## src/rtl/desc_match_pkg.sv

```systemverilog
package desc_match_pkg;

    typedef enum logic [2:0] {
        ST_IDLE,
        ST_SCAN,
        ST_DRAIN,
        ST_JUDGE,
        ST_DONE
    } walk_state_t;

    localparam int SCORE_BYTES = 13;
    localparam int FIELD_FIRST = 3;
    localparam int FETCH_BYTES = 16;
    localparam int PRG_FIRST   = 4;
    localparam int PRG_LAST    = 7;
    localparam int CHR_FIRST   = 8;
    localparam int CHR_LAST    = 15;
    localparam int SLOT_BYTES  = 32;

endpackage

```

## src/rtl/desc_byte_judge.sv

```systemverilog
module desc_byte_judge (
    input  logic [7:0] score_byte,
    input  logic [7:0] desc_byte,
    output logic       byte_ok,
    output logic [3:0] desc_ones
);

    logic overlap;
    logic stray;

    assign overlap = (score_byte & desc_byte) != 8'h00;
    assign stray   = (score_byte & ~desc_byte) != 8'h00;
    // a zero score byte is always acceptable
    assign byte_ok = (score_byte == 8'h00) || (overlap && !stray);

    always_comb begin
        desc_ones = '0;
        for (int i = 0; i < 8; i++) begin
            desc_ones = desc_ones + {3'b000, desc_byte[i]};
        end
    end

endmodule

```

## src/rtl/desc_image_size.sv

```systemverilog
module desc_image_size #(
    parameter int SIZE_W = 16
) (
    input  logic [7:0]        cfg,
    input  logic [3:0]        prg_bits,
    input  logic [3:0]        chr_bits,
    output logic [SIZE_W-1:0] size_kb
);

    logic [SIZE_W-1:0] prg_kb;
    logic [SIZE_W-1:0] chr_kb;

    always_comb begin
        unique case (cfg[3:2])
            2'b00:   prg_kb = SIZE_W'(32);
            2'b01:   prg_kb = SIZE_W'(16);
            2'b11:   prg_kb = SIZE_W'(8);
            default: prg_kb = '0;
        endcase
        casez (cfg[7:4])
            4'b0000: chr_kb = '0;
            4'b0001: chr_kb = SIZE_W'(8);
            4'b001?: chr_kb = SIZE_W'(4);
            4'b01??: chr_kb = SIZE_W'(2);
            default: chr_kb = SIZE_W'(1);
        endcase
        size_kb = (prg_kb << prg_bits) + (chr_kb << chr_bits);
    end

endmodule

```

## src/rtl/desc_match_engine.sv

```systemverilog
module desc_match_engine
    import desc_match_pkg::*;
#(
    parameter  int NUM_SLOTS = 32,
    parameter  int SIZE_W    = 16,
    localparam int SLOT_AW   = $clog2(NUM_SLOTS),
    localparam int ADDR_W    = SLOT_AW + $clog2(SLOT_BYTES),
    localparam int CNT_W     = $clog2(NUM_SLOTS + 1)
) (
    input  logic                     clk,
    input  logic                     rst_n,
    input  logic                     start,
    input  logic [8*SCORE_BYTES-1:0] score,
    output logic                     rd_en,
    output logic [ADDR_W-1:0]        rd_addr,
    input  logic [7:0]               rd_data,
    output logic                     done,
    output logic                     found,
    output logic [7:0]               mapper_id,
    output logic [CNT_W-1:0]         cand_count
);

    localparam int OFF_W = $clog2(FETCH_BYTES);

    walk_state_t        state, state_nx;
    logic [SLOT_AW-1:0] slot;
    logic [OFF_W-1:0]   off;
    logic               rsp_vld;
    logic [OFF_W-1:0]   rsp_off;
    logic [7:0]         cur_mapper;
    logic [7:0]         cur_cfg;
    logic               match_ok;
    logic [3:0]         prg_max;
    logic [3:0]         chr_max;
    logic [SIZE_W-1:0]  best_size;
    logic [SIZE_W-1:0]  slot_size;
    logic               byte_ok;
    logic [3:0]         byte_ones;
    logic               term_seen;

    // score bytes laid out by descriptor offset; offsets below FIELD_FIRST are padding
    logic [7:0] score_arr [FETCH_BYTES];
    for (genvar k = 0; k < FETCH_BYTES; k++) begin : g_score
        if (k >= FIELD_FIRST) begin : g_live
            assign score_arr[k] = score[(k-FIELD_FIRST)*8 +: 8];
        end else begin : g_pad
            assign score_arr[k] = 8'h00;
        end
    end

    desc_byte_judge u_judge (
        .score_byte (score_arr[rsp_off]),
        .desc_byte  (rd_data),
        .byte_ok    (byte_ok),
        .desc_ones  (byte_ones)
    );

    desc_image_size #(.SIZE_W(SIZE_W)) u_size (
        .cfg      (cur_cfg),
        .prg_bits (prg_max),
        .chr_bits (chr_max),
        .size_kb  (slot_size)
    );

    assign rd_en     = (state == ST_SCAN);
    assign rd_addr   = {slot, 1'b0, off};
    assign done      = (state == ST_DONE);
    assign term_seen = rsp_vld && (rsp_off == '0) && (rd_data == 8'h00);

    always_comb begin
        state_nx = state;
        unique case (state)
            ST_IDLE:  if (start) state_nx = ST_SCAN;
            ST_SCAN: begin
                if (term_seen)                                state_nx = ST_DONE;
                else if (off == OFF_W'(FETCH_BYTES - 1))      state_nx = ST_DRAIN;
            end
            ST_DRAIN: state_nx = ST_JUDGE;
            ST_JUDGE: state_nx = (slot == SLOT_AW'(NUM_SLOTS - 1)) ? ST_DONE : ST_SCAN;
            ST_DONE:  state_nx = ST_IDLE;
            default:  state_nx = ST_IDLE;
        endcase
    end

    always_ff @(posedge clk) begin
        if (!rst_n) state <= ST_IDLE;
        else        state <= state_nx;
    end

    always_ff @(posedge clk) begin
        if (!rst_n) begin
            slot       <= '0;
            off        <= '0;
            rsp_vld    <= 1'b0;
            rsp_off    <= '0;
            cur_mapper <= '0;
            cur_cfg    <= '0;
            match_ok   <= 1'b1;
            prg_max    <= '0;
            chr_max    <= '0;
            best_size  <= '0;
            found      <= 1'b0;
            mapper_id  <= '0;
            cand_count <= '0;
        end else begin
            rsp_vld <= (state == ST_SCAN);
            rsp_off <= off;
            if (state == ST_IDLE && start) begin
                slot       <= '0;
                off        <= '0;
                match_ok   <= 1'b1;
                prg_max    <= '0;
                chr_max    <= '0;
                best_size  <= '0;
                found      <= 1'b0;
                mapper_id  <= '0;
                cand_count <= '0;
            end
            if (state == ST_SCAN) off <= off + 1'b1;
            if (rsp_vld && (state == ST_SCAN || state == ST_DRAIN)) begin
                if (rsp_off == OFF_W'(0)) cur_mapper <= rd_data;
                if (rsp_off == OFF_W'(1)) cur_cfg    <= rd_data;
                if (rsp_off >= OFF_W'(FIELD_FIRST)) match_ok <= match_ok & byte_ok;
                if (rsp_off >= OFF_W'(PRG_FIRST) && rsp_off <= OFF_W'(PRG_LAST)
                    && byte_ones > prg_max) prg_max <= byte_ones;
                if (rsp_off >= OFF_W'(CHR_FIRST) && rsp_off <= OFF_W'(CHR_LAST)
                    && byte_ones > chr_max) chr_max <= byte_ones;
            end
            if (state == ST_JUDGE) begin
                if (match_ok) begin
                    cand_count <= cand_count + 1'b1;
                    if (!found || slot_size > best_size) begin   // strict, earlier wins ties
                        found     <= 1'b1;
                        mapper_id <= cur_mapper;
                        best_size <= slot_size;
                    end
                end
                slot     <= slot + 1'b1;
                match_ok <= 1'b1;
                prg_max  <= '0;
                chr_max  <= '0;
            end
        end
    end

    p_launch_r2: assert property (@(posedge clk) disable iff (!rst_n)
        (state == ST_IDLE && start) |=> (rd_en && rd_addr == '0));

    p_addr_step_r2: assert property (@(posedge clk) disable iff (!rst_n)
        (rd_en && rd_addr[OFF_W-1:0] != '0) |-> ($past(rd_en) && rd_addr == $past(rd_addr) + 1'b1));

    p_term_stop_r3: assert property (@(posedge clk) disable iff (!rst_n)
        (state == ST_SCAN && term_seen) |=> (done && !rd_en));

    p_found_count_r6: assert property (@(posedge clk) disable iff (!rst_n)
        done |-> (found == (cand_count != '0)));

    p_count_bound_r6: assert property (@(posedge clk) disable iff (!rst_n)
        cand_count <= CNT_W'(NUM_SLOTS));

    p_done_pulse_r9: assert property (@(posedge clk) disable iff (!rst_n)
        done |=> !done);

    p_hold_r9: assert property (@(posedge clk) disable iff (!rst_n)
        (state == ST_IDLE && !start) |=> ($stable(mapper_id) && $stable(found) && $stable(cand_count)));

endmodule

```

## config.mk

```make
export PLATFORM = sky130hd
export DESIGN_NAME = desc_match_engine
export DESIGN_NICKNAME = d
export VERILOG_FILES = /design/src/rtl/desc_match_pkg.sv /design/src/rtl/desc_byte_judge.sv /design/src/rtl/desc_image_size.sv /design/src/rtl/desc_match_engine.sv
export SDC_FILE = /design/constraint.sdc
export NUM_CORES = 1
export LEC_CHECK = 0
export BUFFER_PORTS_ARGS = -buffer_cell sky130_fd_sc_hd__buf_4
export CAP_MARGIN = 20
export CORE_ASPECT_RATIO = 1.25
export CORE_UTILIZATION = 59
export CTS_CLUSTER_DIAMETER = 40
export CTS_CLUSTER_SIZE = 8
export DETAILED_ROUTE_END_ITERATION = 10
export PLACE_DENSITY = 0.93
export RECOVER_POWER = 50
export SLEW_MARGIN = 10
export SYNTH_ARGS = -nofsm -noshare
export SYNTH_HDL_FRONTEND = slang
export SYNTH_SLANG_ARGS = --single-unit
```

## constraint.sdc

```tcl
create_clock -name clk -period 8.28 [get_ports clk]
set_input_delay 0.828 -clock clk [delete_from_list [all_inputs] [get_ports clk]]
set_output_delay 0.828 -clock clk [all_outputs]
set_load 0.02 [all_outputs]
```

==> results of run 1 <==
==> placed cells by master (no fill, tap or decap), types with 5 or more instances in the layout <==
cell       count
and3_1         5
a22oi_1        7
xnor2_1        9
nand4_1        9
and2_0         5
nand2_1       46
a211oi_1      11
mux2i_1       12
dfxtp_1       70
nor2_1        69
clkbuf_16      9
o21ai_0       17
nor2b_1        6
nor3_1        19
o22ai_1        5
o21a_1         7
clkbuf_1      29
nand2b_1       5
ha_1          44
nand3_1       47
buf_4        117
a221oi_1       6
fa_1           5
inv_1         41
mux4_2        24
a21oi_1       73
o211ai_1      23
==> area by class of cell <==
| cell class | instances | area [um2] |
|---|---|---|
| fillers | 640 | 2256 |
| repair buffers | 147 | 1022 |
| diodes | 1 | 2.502 |
| multi-input cells | 524 | 3801 |
| clock inverters | 6 | 117.6 |
| inverters | 45 | 168.9 |
| flip-flops and latches | 71 | 1423 |
| clock buffers | 10 | 229.0 |
| well taps | 123 | 153.9 |
==> metrics by stage <==
stage	instance area (um2)	total power [mW]
after floorplan	5587	0.4417
after global placement	6641	0.4998
after detailed placement	6641	0.5104
after CTS	6988	0.9558
after global routing	6915	0.9868
final	6918	0.9657
==> sequential cells by signal, indices dropped and copies added, names as in the netlist <==
signal,count
off,4
cur_cfg,6
chr_max,4
found,1
slot,5
mapper_id,8
rsp_vld,1
prg_max,4
rsp_off,4
match_ok,1
cand_count,6
state,3
cur_mapper,8
best_size,16
==> kinds of logic (layout without fill, tap and decap cells) <==
| logic type | count (synthesis) | after routing | share of synthesized area |
|---|---|---|---|
| flops | 71 | 71 | 0.2544 |
| simple gates | 240 | 240 | 0.2099 |
| xor+xnor | 11 | 11 | 0.01971 |
| buf+inv | 91 | 208 | 0.06405 |
| fa+ha+maj | 49 | 49 | 0.1165 |
| compound gates | 183 | 183 | 0.2085 |
| other cells | 1 | 2 | 0.0006712 |
| mux | 40 | 40 | 0.1263 |
==> power by group <==
part	internal, mW	total, mW	leakage (nW)	switching [mW]
sequential	0.344	0.351	0.573	0.00654
combinational	0.0860	0.165	1.95	0.0785
clock	0.297	0.450	0.165	0.154
==> per-layer routing <==
| layer | track usage | up-vias | part of all wire |
|---|---|---|---|
| met3 | 0.06999 | 175 | 0.082 |
| met1 | 0.4030 | 2919 | 0.33 |
| met5 | 0 | - | 0 |
| met2 | 0.6703 | 444 | 0.50 |
| met4 | 0.2529 | 0 | 0.092 |
| li1 | - | 2758 | - |
==> worst paths after layout <==
check	slack (ns)	startpoint	end
min	0.46	cur_mapper[5]$_SDFFE_PN0P_	cur_mapper[5]$_SDFFE_PN0P_
max	2.61	chr_max[0]$_SDFF_PP0_	best_size[15]$_SDFF_PN0_
max reg2reg	2.61	chr_max[0]$_SDFF_PP0_	best_size[15]$_SDFF_PN0_
min reg2reg	0.46	cur_mapper[5]$_SDFFE_PN0P_	cur_mapper[5]$_SDFFE_PN0P_
==> critical path: cells and delay by family, from the launching register on <==
kind | cells | cell delay [ns]
AOI/OAI and AO/OA | 7 | 2.24
adders and majority gates | 3 | 0.97
buffers and inverters | 1 | 0.34
DFF | 1 | 0.56
muxes | 1 | 0.40
and+or+nand+nor | 5 | 1.08
==> qor.csv, run 1 <==
metric,value,unit
Post-Place Cells,908,
Startpoint Class,flip-flop,
CP arrival,5.92,ns
CTS H-tree lvls,3,
DR WL/cell,20.47,um
Peak Freq,0.1764,GHz
"antenna viol nets, final",0,
core box area,9174,um2
Post-Synthesis Net Count,850,
vias in the first global route,6230,
worst skew pair latency,0.34,ns
clk sinks,71,
proportion of layout cells with a drive suffix above 1,0.2092,
DP Worst Slack,2.702,ns
fin. max-slew vios,9,
top post-synthesis cells by count,"73 x a21oi_1, 71 x dfxtp_1, 69 x nor2_1",
fin cells,927,
setup slack after layout,2.612,ns
sequential fraction of the synthesis area,0.2544,
synthesized instance count,686,
"Req. time, crit path",8.53,ns
biggest area consumer among synthesized cells,dfxtp_1,
CP max FO,14,
violated checks,"capacitance limit, slew limit",
via count,6296,
DR iter-0 viols,709,
worst-margin pin slew,2.000,ns
Die Area,9865,um2
Setup CP Type,flip-flop to flip-flop,
"Async S/R FF share, synth",0,
clk_skew,0.004972,ns
initial antenna violation count,1,
run status,"complete, but fails checks",
CTS tree,yes,
cells along the critical path,mux2_2 -> a31oi_1 -> nor3_1 -> ha_1 -> fa_1 -> a211oi_1 -> o21ai_1 -> a211oi_1 -> o21ai_0 -> and2_1 -> ha_1 -> nand4_1 -> or4_1 -> o211ai_1 -> buf_4 -> nand2_1 -> o31ai_1,
routed vias/inst,6.792,
CP endpoint kind,flip-flop,
post_cts resized,0,
utilization after layout,0.7541,
First-pass DRT Iterations,7,
maximum vdd drop,0.0001408,V
Die X,89.04,um
hold path cells,2,
Synth Warn #,0,
Crit path largest cell delay,0.76,ns
RSZ-0062 raised after global routing,no,
total CTS buffers,9,
Initial Util,0.6090,
WHS,0.4608,ns
pin count of the biggest net entering global routing,52,
static leakage,2.684,nW
Area Overhead vs Synth,23.83,%
post-route setup TNS,0,ns
Post-DP HPWL,13360,um
post-synth cell types,67,
GRT Total Usage,0.3816,
CTS root buf,clkbuf_16,
Nets,962,
setup violators final,0,
Die H,110.8,um
post-synth top area share,0.2544,
"FF+latch count, synth",71,
detailed-route DRC error count,0,
main flop type after synthesis,dfxtp_1,
CTS Hold Bufs,0,
Rows,39,
Clock Path Buffers,2,
Post-CTS Setup Bufs,0,
synth top area cells,"dfxtp_1 25%, ha_1 9.9%, mux4_2 9.7%",
# IOs,142,
gpl congestion,0.9382,
Total Wirelength,18980,um
critical path's slowest cell,o211ai_1,
first-pass GRT wire length,29000,um
syn avg cell area,8.144,um2
Pwr Density,139.6,nW/um2
GRT overflow,0,
worst reg2reg path depth,17,
Post-synth EDFFs,0,
mapped cell area,5587,um2
Max Cap Viol,1,
Tmin final,5.668,ns
most common cell in the netlist,a21oi_1,
Clock Pin Slew Worst Setup and Hold Paths,0.06,ns
Hold Fails Final Rpt,0,
PortBufs,140,
worst rel slew slack,-0.3524,
fin crit share,0.6846,
worst min-delay path class,flip-flop to flip-flop,
Power figures use the tool's default switching activity.
==> run 2, diff against run 1 <==
--- a/config.mk
+++ b/config.mk
@@ -8,11 +8,11 @@
 export BUFFER_PORTS_ARGS = -buffer_cell sky130_fd_sc_hd__buf_4
 export CAP_MARGIN = 20
 export CORE_ASPECT_RATIO = 1.25
-export CORE_UTILIZATION = 59
+export CORE_UTILIZATION = 55
 export CTS_CLUSTER_DIAMETER = 40
 export CTS_CLUSTER_SIZE = 8
 export DETAILED_ROUTE_END_ITERATION = 10
-export PLACE_DENSITY = 0.93
+export PLACE_DENSITY = 0.88
 export RECOVER_POWER = 50
 export SLEW_MARGIN = 10
 export SYNTH_ARGS = -nofsm -noshare
==> constraint.sdc (replaced) <==
create_clock -name clk -period 5.3 [get_ports clk]
set_input_delay 0.53 -clock clk [delete_from_list [all_inputs] [get_ports clk]]
set_output_delay 0.53 -clock clk [all_outputs]
set_load 0.02 [all_outputs]
==> run 2 against run 1 <==
  * The flow still finishes with violations (capacitance limit, slew limit)
  * Power rose by 45%
  * Flip-flop and latch count unchanged
  * Maximum frequency is 14% higher
  * Sequential share of layout area up 0.067 points
  * Routed wire length is 9.9% lower
  * Worst hold slack got worse by 0.0022 ns
  * Critical path depth grew 1
  * Count of clock-buffer cells in the layout unchanged
  * Non-clock buffer count grew 2
  * Cell count increased by 0.43%
  * Clock power increased by 35%
  * Clock skew grew 0.0048 ns
==> qor.csv, run 2 (synthesized netlist as in run 1, its figures left out) <==
metric,value,unit
run status,"complete, but fails checks",
violated checks,"capacitance limit, slew limit",
Clock Pin Slew Worst Setup and Hold Paths,0.06,ns
Sw Share,0.2584,
Nets,964,
GRT overflow,0,
Setup CP Type,flip-flop to flip-flop,
CP arrival,5.22,ns
Initial Util,0.5724,
clk sinks,71,
Post-DP HPWL,13030,um
Pwr Density,202.6,nW/um2
"antenna viol nets, final",0,
hold path cells,2,
pin count of the biggest net entering global routing,52,
Die X,92.15,um
Psw,0.3614,mW
vias in the first global route,6143,
worst r2r dst,mapper_id[4]$_SDFF_PN0_,
CTS Hold Bufs,0,
first-pass GRT wire length,27640,um
hold path start,cur_mapper[2]$_SDFFE_PN0P_,
Die Area,10570,um2
most frequent cells in the layout,"121 x buf_4, 73 x a21oi_1, 69 x nor2_1, 69 x dfxtp_1, 47 x nand3_1",
via count,5997,
DR WL/cell,18.37,um
First-pass DRT Iterations,6,
"Req. time, crit path",5.56,ns
proportion of layout cells with a drive suffix above 1,0.2149,
Peak Freq,0.2015,GHz
worst rel slew slack,-0.1766,
initial antenna violation count,0,
CP max FO,16,
setup violators final,0,
largest reg by FF count,best_size,
post-route setup TNS,0,ns
worst skew pair latency,0.34,ns
worst min-delay path class,flip-flop to flip-flop,
Tmin final,4.963,ns
worst hold endpoint,cur_mapper[2]$_SDFFE_PN0P_,
max reg flops,16,
Reg2Reg Launch Point,cur_cfg[5]$_SDFFE_PN0P_,
DR iter-0 viols,460,
RSZ-0062 raised after global routing,no,
core box area,9759,um2
Cell Int Power,1.037,mW
static leakage,2.672,nW
CTS H-tree lvls,3,
Diodes inserted,0,
total power,1.398,mW
Startpoint Class,flip-flop,
fin crit share,0.9364,
Rows,40,
Die H,114.7,um
GRT Total Usage,0.3339,
fin. max-slew vios,9,
detailed-route DRC error count,0,
total CTS buffers,9,
CP endpoint kind,flip-flop,
Comb power frac,0.175,
Clk pwr share,0.434,
PortBufs,140,
Clock Path Buffers,2,
CTS tree,yes,
internal reg-to-reg setup slack,0.34,ns
worst reg2reg path depth,18,
Total Wirelength,17100,um
biggest regs,"best_size (16), cur_mapper (8), mapper_id (8)",
worst-margin pin slew,1.740,ns
CTS root buf,clkbuf_16,
Max Cap Viol,1,
share of total power in sequential cells,0.391,
clk_skew,0.009750,ns
Hold Fails Final Rpt,0,
# IOs,142,
maximum vdd drop,0.0001620,V
"commonest non-fill, non-tap cell in the layout",buf_4,
routed vias/inst,6.441,
gpl congestion,0.9013,
Area Overhead vs Synth,23.54,%
[run 2: layer usage]
metal	routed length, um	track usage
met5	0	0
met4	1118	0.2563
met3	1078	0.06507
met2	8949	0.6134
met1	5958	0.3279
[run 2: layout make-up]
| cell class | instances | area, um2 |
|---|---|---|
| fillers | 738 | 2858 |
| well taps | 126 | 157.7 |
| clock inverters | 6 | 70.07 |
| multi-input cells | 524 | 3815 |
| flip-flops and latches | 71 | 1424 |
| inverters | 45 | 168.9 |
| clock buffers | 10 | 229.0 |
| repair buffers | 149 | 1037 |
[run 2: timing repair]
| action | in CTS | in global routing |
|---|---|---|
| endpoints found under the setup margin | 0 | 25 |
| setup buffers | 0 | 0 |
| gates resized for setup | 0 | 4 |
[run 2: worst max path at each step]
stage	start	end	cells after the start
final	cur_cfg[5]$_SDFFE_PN0P_	mapper_id[4]$_SDFF_PN0_	18
after global routing	chr_max[1]$_SDFF_PP0_	mapper_id[5]$_SDFF_PN0_	19
after CTS	chr_max[0]$_SDFF_PP0_	mapper_id[7]$_SDFF_PN0_	18
after detailed placement	chr_max[0]$_SDFF_PP0_	best_size[3]$_SDFF_PN0_	18
after global placement	chr_max[0]$_SDFF_PP0_	best_size[15]$_SDFF_PN0_	16
after floorplan	chr_max[0]$_SDFF_PP0_	best_size[10]$_SDFF_PN0_	20
[run 2: stage by stage]
step / setup WS, ns / std cells / area (um2) / utilization / hold slack, ns
after floorplan: 0.5412 / 686 / 5587 / - / 0.4366
final: 0.3371 / 931 / 6902 / 0.7072 / 0.4586
after global routing: 0.05010 / 931 / 6902 / 0.7072 / 0.4812
after global placement: 0.4042 / 913 / 6660 / 0.6824 / 0.4514
after detailed placement: 0.1526 / 913 / 6660 / 0.6824 / 0.4472
after CTS: 0.1046 / 929 / 6959 / 0.7131 / 0.4559
[run 2: worst max-delay path, stage by stage, from the launching register on]
cell and delay [ns]:
dfxtp_1 0.42, or3b_1 0.38, a211oi_1 0.22, a21oi_1 0.12, mux2_2 0.31, nor2_1 0.10, ha_1 0.22, o21ai_0 0.13
o21ai_1 0.27, a2111oi_2 0.13, or4_1 0.58, and2_1 0.18, ha_1 0.28, nand4_1 0.11, or4_1 0.62, o21ai_1 0.21
buf_4 0.24, o211ai_1 0.12, a21oi_1 0.23
[run 2: power by group through the flow]
stage | clock network [mW] | logic [mW] | registers (mW)
after floorplan | 0 | 0.138 | 0.553
after global placement | 0 | 0.221 | 0.560
after detailed placement | 0 | 0.236 | 0.560
after CTS | 0.607 | 0.240 | 0.549
after global routing | 0.628 | 0.267 | 0.549
final | 0.607 | 0.244 | 0.547
